`src/rtl/tx_autorel_pkg.sv`:
```
package tx_autorel_pkg;

  // Per-result action set produced by the decoder
  typedef struct packed {
    logic rel;        // request page release
    logic push;       // write packet number into completion FIFO
    logic set_txint;  // raise transmit interrupt
    logic set_eint;   // raise transmit-empty interrupt
    logic kill;       // fatal: stop sequence, latch failed number
  } txc_act_t;

  localparam int unsigned IRQ_BITS = 2;
  localparam int unsigned ACK_TXINT = 0;
  localparam int unsigned ACK_EMPTY = 1;

endpackage

```
`src/rtl/txc_decode.sv`:
```
module txc_decode
  import tx_autorel_pkg::*;
(
  input  logic     auto_rel_en,
  input  logic     tx_ena,
  input  logic     tx_done,
  input  logic     tx_ok,
  input  logic     queue_empty,
  output txc_act_t act
);

  logic accept;
  logic keep_record;

  always_comb begin
    accept        = tx_done & tx_ena;
    keep_record   = ~tx_ok | ~auto_rel_en;
    act.rel       = accept & tx_ok & auto_rel_en;
    act.push      = accept & keep_record;
    act.set_txint = accept & keep_record;
    act.set_eint  = accept & tx_ok & queue_empty;
    act.kill      = accept & ~tx_ok;
  end

endmodule

```
`src/rtl/txc_cfifo.sv`:
```
module txc_cfifo #(
  parameter int unsigned W     = 6,
  parameter int unsigned DEPTH = 4
) (
  input  logic         clk,
  input  logic         rst_core_n,
  input  logic         push,
  input  logic [W-1:0] din,
  input  logic         pop,
  output logic         empty,
  output logic [W-1:0] head,
  output logic         ovf
);

  localparam int unsigned AW    = (DEPTH > 1) ? $clog2(DEPTH) : 1;
  localparam int unsigned CW    = AW + 1;
  localparam logic [AW-1:0] LAST = AW'(DEPTH - 1);
  localparam logic [CW-1:0] FULL = CW'(DEPTH);

  logic [W-1:0]  mem [DEPTH];
  logic [AW-1:0] wr_ptr, wr_ptr_nxt;
  logic [AW-1:0] rd_ptr, rd_ptr_nxt;
  logic [CW-1:0] cnt, cnt_nxt;
  logic          ovf_nxt;
  logic          full;
  logic          do_pop;
  logic          do_push;

  always_comb begin
    full    = (cnt == FULL);
    empty   = (cnt == '0);
    do_pop  = pop & ~empty;
    do_push = push & (~full | do_pop);
    ovf_nxt = ovf | (push & full & ~do_pop);

    wr_ptr_nxt = wr_ptr;
    if (do_push) wr_ptr_nxt = (wr_ptr == LAST) ? '0 : wr_ptr + 1'b1;
    rd_ptr_nxt = rd_ptr;
    if (do_pop) rd_ptr_nxt = (rd_ptr == LAST) ? '0 : rd_ptr + 1'b1;

    cnt_nxt = cnt;
    if (do_push && !do_pop) cnt_nxt = cnt + 1'b1;
    else if (do_pop && !do_push) cnt_nxt = cnt - 1'b1;

    head = mem[rd_ptr];
  end

  always_ff @(posedge clk or negedge rst_core_n) begin
    if (!rst_core_n) begin
      wr_ptr <= '0;
      rd_ptr <= '0;
      cnt    <= '0;
      ovf    <= 1'b0;
    end else begin
      wr_ptr <= wr_ptr_nxt;
      rd_ptr <= rd_ptr_nxt;
      cnt    <= cnt_nxt;
      ovf    <= ovf_nxt;
    end
  end

  // Storage has no reset; entries are only read once written
  for (genvar i = 0; i < DEPTH; i++) begin : g_slot
    always_ff @(posedge clk) begin
      if (do_push && wr_ptr == AW'(i)) mem[i] <= din;
    end
  end

endmodule

```
`src/rtl/txc_seqctl.sv`:
```
module txc_seqctl
  import tx_autorel_pkg::*;
#(
  parameter int unsigned W = 6
) (
  input  logic                clk,
  input  logic                rst_core_n,
  input  txc_act_t            act,
  input  logic                tx_en_set,
  input  logic [IRQ_BITS-1:0] int_ack,
  input  logic [W-1:0]        tx_pnum,
  output logic                tx_ena,
  output logic                tx_int,
  output logic                tx_empty_int,
  output logic                rel_req,
  output logic [W-1:0]        rel_pnum,
  output logic [W-1:0]        fail_pnum
);

  logic ena_nxt;
  logic txint_nxt;
  logic eint_nxt;

  always_comb begin
    ena_nxt = tx_ena;
    if (act.kill)       ena_nxt = 1'b0;
    else if (tx_en_set) ena_nxt = 1'b1;
    txint_nxt = act.set_txint | (tx_int & ~int_ack[ACK_TXINT]);
    eint_nxt  = act.set_eint  | (tx_empty_int & ~int_ack[ACK_EMPTY]);
  end

  always_ff @(posedge clk or negedge rst_core_n) begin
    if (!rst_core_n) begin
      tx_ena       <= 1'b0;
      tx_int       <= 1'b0;
      tx_empty_int <= 1'b0;
      rel_req      <= 1'b0;
    end else begin
      tx_ena       <= ena_nxt;
      tx_int       <= txint_nxt;
      tx_empty_int <= eint_nxt;
      rel_req      <= act.rel;
    end
  end

  always_ff @(posedge clk or negedge rst_core_n) begin
    if (!rst_core_n) begin
      rel_pnum  <= '0;
      fail_pnum <= '0;
    end else begin
      if (act.rel)  rel_pnum  <= tx_pnum;
      if (act.kill) fail_pnum <= tx_pnum;
    end
  end

endmodule

```
`src/rtl/tx_autorel_ctrl.sv`:
```
module tx_autorel_ctrl
  import tx_autorel_pkg::*;
#(
  parameter int unsigned PKT_W    = 6,
  parameter int unsigned CF_DEPTH = 4
) (
  input  logic                clk,
  input  logic                rst_n,
  input  logic                auto_rel_en,
  input  logic                tx_en_set,
  input  logic                tx_done,
  input  logic                tx_ok,
  input  logic [PKT_W-1:0]    tx_pnum,
  input  logic                queue_empty,
  input  logic [IRQ_BITS-1:0] int_ack,
  input  logic                cf_pop,
  output logic                tx_ena,
  output logic                tx_go,
  output logic                rel_req,
  output logic [PKT_W-1:0]    rel_pnum,
  output logic                tx_int,
  output logic                tx_empty_int,
  output logic [PKT_W-1:0]    fail_pnum,
  output logic                cf_empty,
  output logic [PKT_W-1:0]    cf_head,
  output logic                cf_ovf
);

  logic [1:0] rst_sync;
  logic       rst_core_n;
  txc_act_t   act;

  // Asynchronous assert, synchronous release
  always_ff @(posedge clk or negedge rst_n) begin
    if (!rst_n) rst_sync <= 2'b00;
    else        rst_sync <= {rst_sync[0], 1'b1};
  end
  assign rst_core_n = rst_sync[1];

  txc_decode u_dec (
    .auto_rel_en (auto_rel_en),
    .tx_ena      (tx_ena),
    .tx_done     (tx_done),
    .tx_ok       (tx_ok),
    .queue_empty (queue_empty),
    .act         (act)
  );

  txc_seqctl #(.W(PKT_W)) u_seq (
    .clk          (clk),
    .rst_core_n   (rst_core_n),
    .act          (act),
    .tx_en_set    (tx_en_set),
    .int_ack      (int_ack),
    .tx_pnum      (tx_pnum),
    .tx_ena       (tx_ena),
    .tx_int       (tx_int),
    .tx_empty_int (tx_empty_int),
    .rel_req      (rel_req),
    .rel_pnum     (rel_pnum),
    .fail_pnum    (fail_pnum)
  );

  txc_cfifo #(.W(PKT_W), .DEPTH(CF_DEPTH)) u_cf (
    .clk        (clk),
    .rst_core_n (rst_core_n),
    .push       (act.push),
    .din        (tx_pnum),
    .pop        (cf_pop),
    .empty      (cf_empty),
    .head       (cf_head),
    .ovf        (cf_ovf)
  );

  assign tx_go = tx_ena & ~queue_empty;

endmodule

```
`config.mk`:
```
export PLATFORM = sky130hd
export DESIGN_NAME = tx_autorel_ctrl
export DESIGN_NICKNAME = d
export VERILOG_FILES = /design/src/rtl/tx_autorel_pkg.sv /design/src/rtl/txc_decode.sv /design/src/rtl/txc_cfifo.sv /design/src/rtl/txc_seqctl.sv /design/src/rtl/tx_autorel_ctrl.sv
export SDC_FILE = /design/constraint.sdc
export NUM_CORES = 1
export LEC_CHECK = 0
export ABC_CLOCK_PERIOD_IN_PS = 2040
export BUFFER_PORTS_ARGS = -buffer_cell sky130_fd_sc_hd__buf_2
export CORE_ASPECT_RATIO = 0.9
export CORE_MARGIN = 2
export CORE_UTILIZATION = 45
export CTS_CLUSTER_SIZE = 20
export DETAILED_ROUTE_END_ITERATION = 10
export HOLD_SLACK_MARGIN = 0.02
export PLACE_DENSITY = 0.67
export SETUP_SLACK_MARGIN = 0.15
export SLEW_MARGIN = 20
export SYNTH_ARGS = -nofsm -noshare
export SYNTH_HDL_FRONTEND = slang
export SYNTH_SLANG_ARGS = --single-unit
```
`constraint.sdc`:
```
create_clock -name clk -period 2.04 [get_ports clk]
set_clock_uncertainty 0.15 [all_clocks]
set_input_delay 0.102 -clock clk [delete_from_list [all_inputs] [get_ports clk]]
set_output_delay 0.102 -clock clk [all_outputs]
set_load 0.005 [all_outputs]
```
==> results.yml <==
routing:
  via_per_inst: 4.87
  drc: 0
  drtAntennaViolNets: 0
  drtIter0Drc: 60
  wirelength_um: 3930
  dr.pass1.iters: 4
  wl_per_cell_um: 15.9
  vias: 1203
power_and_ir_drop:
  p_comb_frac: 0.298
  max-vdd-ir-drop_v: 0.000607
  pwr-share-clk: 0.218
  total_power_mw: 3.01
  p_leak_nw: 1.16
  power_density_nw_per_um2: 1140
  p_int_mw: 2.17
  swShare: 0.280
  seq_power_share: 0.485
  switching_power_uw: 843
cells_and_area:
  utilization: 0.602
  layout_common_cells: "buf_2, dfrtp_1, edfxtp_1"
  drive_above_1_share: 0.497
  finalNetCount: 208
  area_growth_pct: 29.7
  mostFrequentLayoutCell: "buf_2"
  diodes: 0
sta:
  fin_ws_ns: -0.0556
  hold_slack_ns: 0.0636
  setup_viol: 2
  max_freq_mhz: 477
  setup_tns_ns: -0.0856
  period_needed_ns: 2.10
  finalCritPeriodShare: 1.03
  rsz0062_at_grt: "yes"
  slew_viol_final: 0
  hold_viol_final: 0
global_routing:
  grt_usage: 0.177
  grt_util_met3: 0.0574
  met1_usage: 0.211
  use_met2: 0.298
  overflow: 0
  grt_pass1_vias: 1289
  grt_pass1_wl_um: 6300
  grt.busiest_layer: "met2"
  grt_max_degree: 25
  antenna_found_initial: 0
cts:
  cts_tree: "done"
  worst_setup_hold_path_clk_slew_ns: 0.08
  htreeDepth: 2
  cts_made_buffers: 5
  clk_latency_ns: 0.30
  cts.path.max_buffers: 2
  clock-root-buffer: "clkbuf_8"
  cts_sinks: 50
setup_path:
  critPathMaxFanout: 3
  end_kind: "register"
  path_class: "register to register"
  critPathRequiredTime_ns: 2.08
  crit_arrival_ns: 2.13
  cp-start-kind: "register"
placement:
  hpwl_um: 2740
  io_buffers: 40
  place_congestion: 0.788
  place_ws_ns: -0.0516
synth:
  async_flop_share: 0.520
  syn-num-nets: 138
  synth_cells: 115
  synthFlopType: "dfrtp_1"
  synth_seq_cells: 50
  yosys_warnings: 0
  synth.distinct_cells: 31
  synth_edf_count: 24
  syn_area_per_cell_um2: 17.8
  netlist_area_um2: 2040
  ys_seq_area_frac: 0.671
die:
  die_y_um: 67.9
  ioPinCount: 41
  initial_core_util: 0.464
  design.core.area_um2: 4400
  num_rows: 23
  die_x_um: 75.0
  die_area_um2: 5100
worst_hold_path:
  min_path_type: "primary input to register"
status:
  outcome: "finished, violations left"
  violations: "negative setup slack"
job:
  drv_cap: 0
==> stage by stage <==
stage          cells  instance area (um^2)
2_1_floorplan    115                  2050
3_3_place_gp     221                  2360
3_5_place_dp     221                  2360
4_1_cts          245                  2630
5_1_grt          247                  2650
6_report         247                  2650
==> power by group through the flow <==
stage                     sequential, mW  clock [mW]  combinational, mW
after detailed placement            1.48           0              0.848
after CTS                           1.46       0.666              0.901
after floorplan                     1.43           0              0.547
after global routing                1.49       0.714              0.996
final                               1.46       0.656              0.897
after global placement              1.46           0              0.792
==> path summary, 6_finish.rpt <==
path	startpoint	end	slack [ns]	cells past startpoint
min in group asynchronous	rst_sync[1]$_DFF_PN0_	u_seq.fail_pnum[0]$_DFFE_PN0P_	0.07	1
max	u_cf.cnt[0]$_DFFE_PN0P_	u_cf.cnt[1]$_DFFE_PN0P_	-0.06	6
min	auto_rel_en	u_cf.ovf$_DFF_PN0_	0.06	3
max reg2reg	u_cf.cnt[0]$_DFFE_PN0P_	u_cf.cnt[1]$_DFFE_PN0P_	-0.06	6
min reg2reg	rst_sync[1]$_DFF_PN0_	u_seq.fail_pnum[0]$_DFFE_PN0P_	0.07	1
max in group asynchronous	rst_n	rst_sync[0]$_DFF_PN0_	1.10	3
==> sequential cells by signal, indices dropped and copies added, names as in the netlist <==
register and flops:
u_seq.tx_ena 1, u_seq.tx_empty_int 1, u_seq.fail_pnum 6, u_cf.cnt 3, rst_sync 2, u_seq.rel_pnum 6
u_seq.tx_int 1, u_cf.mem 24, u_cf.wr_ptr 2, u_cf.rd_ptr 2, u_seq.rel_req 1, u_cf.ovf 1
==> final cells by class <==
type	instances	area, um^2
fillers	350	1750
flip-flops and latches	50	1370
multi-input cells	56	643
repair buffers	66	430
well taps	62	77.6
clock buffers	5	68.8
clock inverters	2	33.8
inverters	6	22.5
==> critical path: stages, from the launching register on <==
cell	delay (ns)
dfrtp_2	0.44
nor4b_4	0.36
nor3b_4	0.08
ha_2	0.21
inv_2	0.05
fa_2	0.42
mux2_2	0.27
==> cell usage after synthesis (2+ instances only) <==
cell type  number  area, um^2
mux4_2          6         135
nor3_1          2        10.0
dfrtp_1        26         651
ha_1            6        75.1
mux2_4          6        90.1
inv_1           6        22.5
edfxtp_1       24         721
mux2_2         10         113
nor2_1          2        7.51
nand2_1         2        7.51
and2_1          4        25.0
xor2_1          2        17.5
==> what timing repair did <==
| item | in CTS | in global routing |
|---|---|---|
| setup endpoints to repair | 8 | 20 |
| cloned | 0 | 0 |
| pin swaps | 2 | 2 |
| resized for setup | 1 | 3 |
| setup buffers | 3 | 2 |
| hold buffers | 14 | 0 |
| hold endpoints to repair | 42 | 0 |
==> kinds of logic after synthesis <==
family	share of synthesized area
simple gates	0.0600
mux	0.165
buf+inv	0.0208
compound gates	0.0214
other cells	0.00184
flops	0.671
xor+xnor	0.0129
fa+ha+maj	0.0465
==> per-layer routing <==
metal / share of wire / up-vias
met4: 0.013 / 0
met5: 0 / -
met3: 0.058 / 6
met2: 0.53 / 40
met1: 0.40 / 604
li1: - / 553
(Power assumes the default switching activity.)
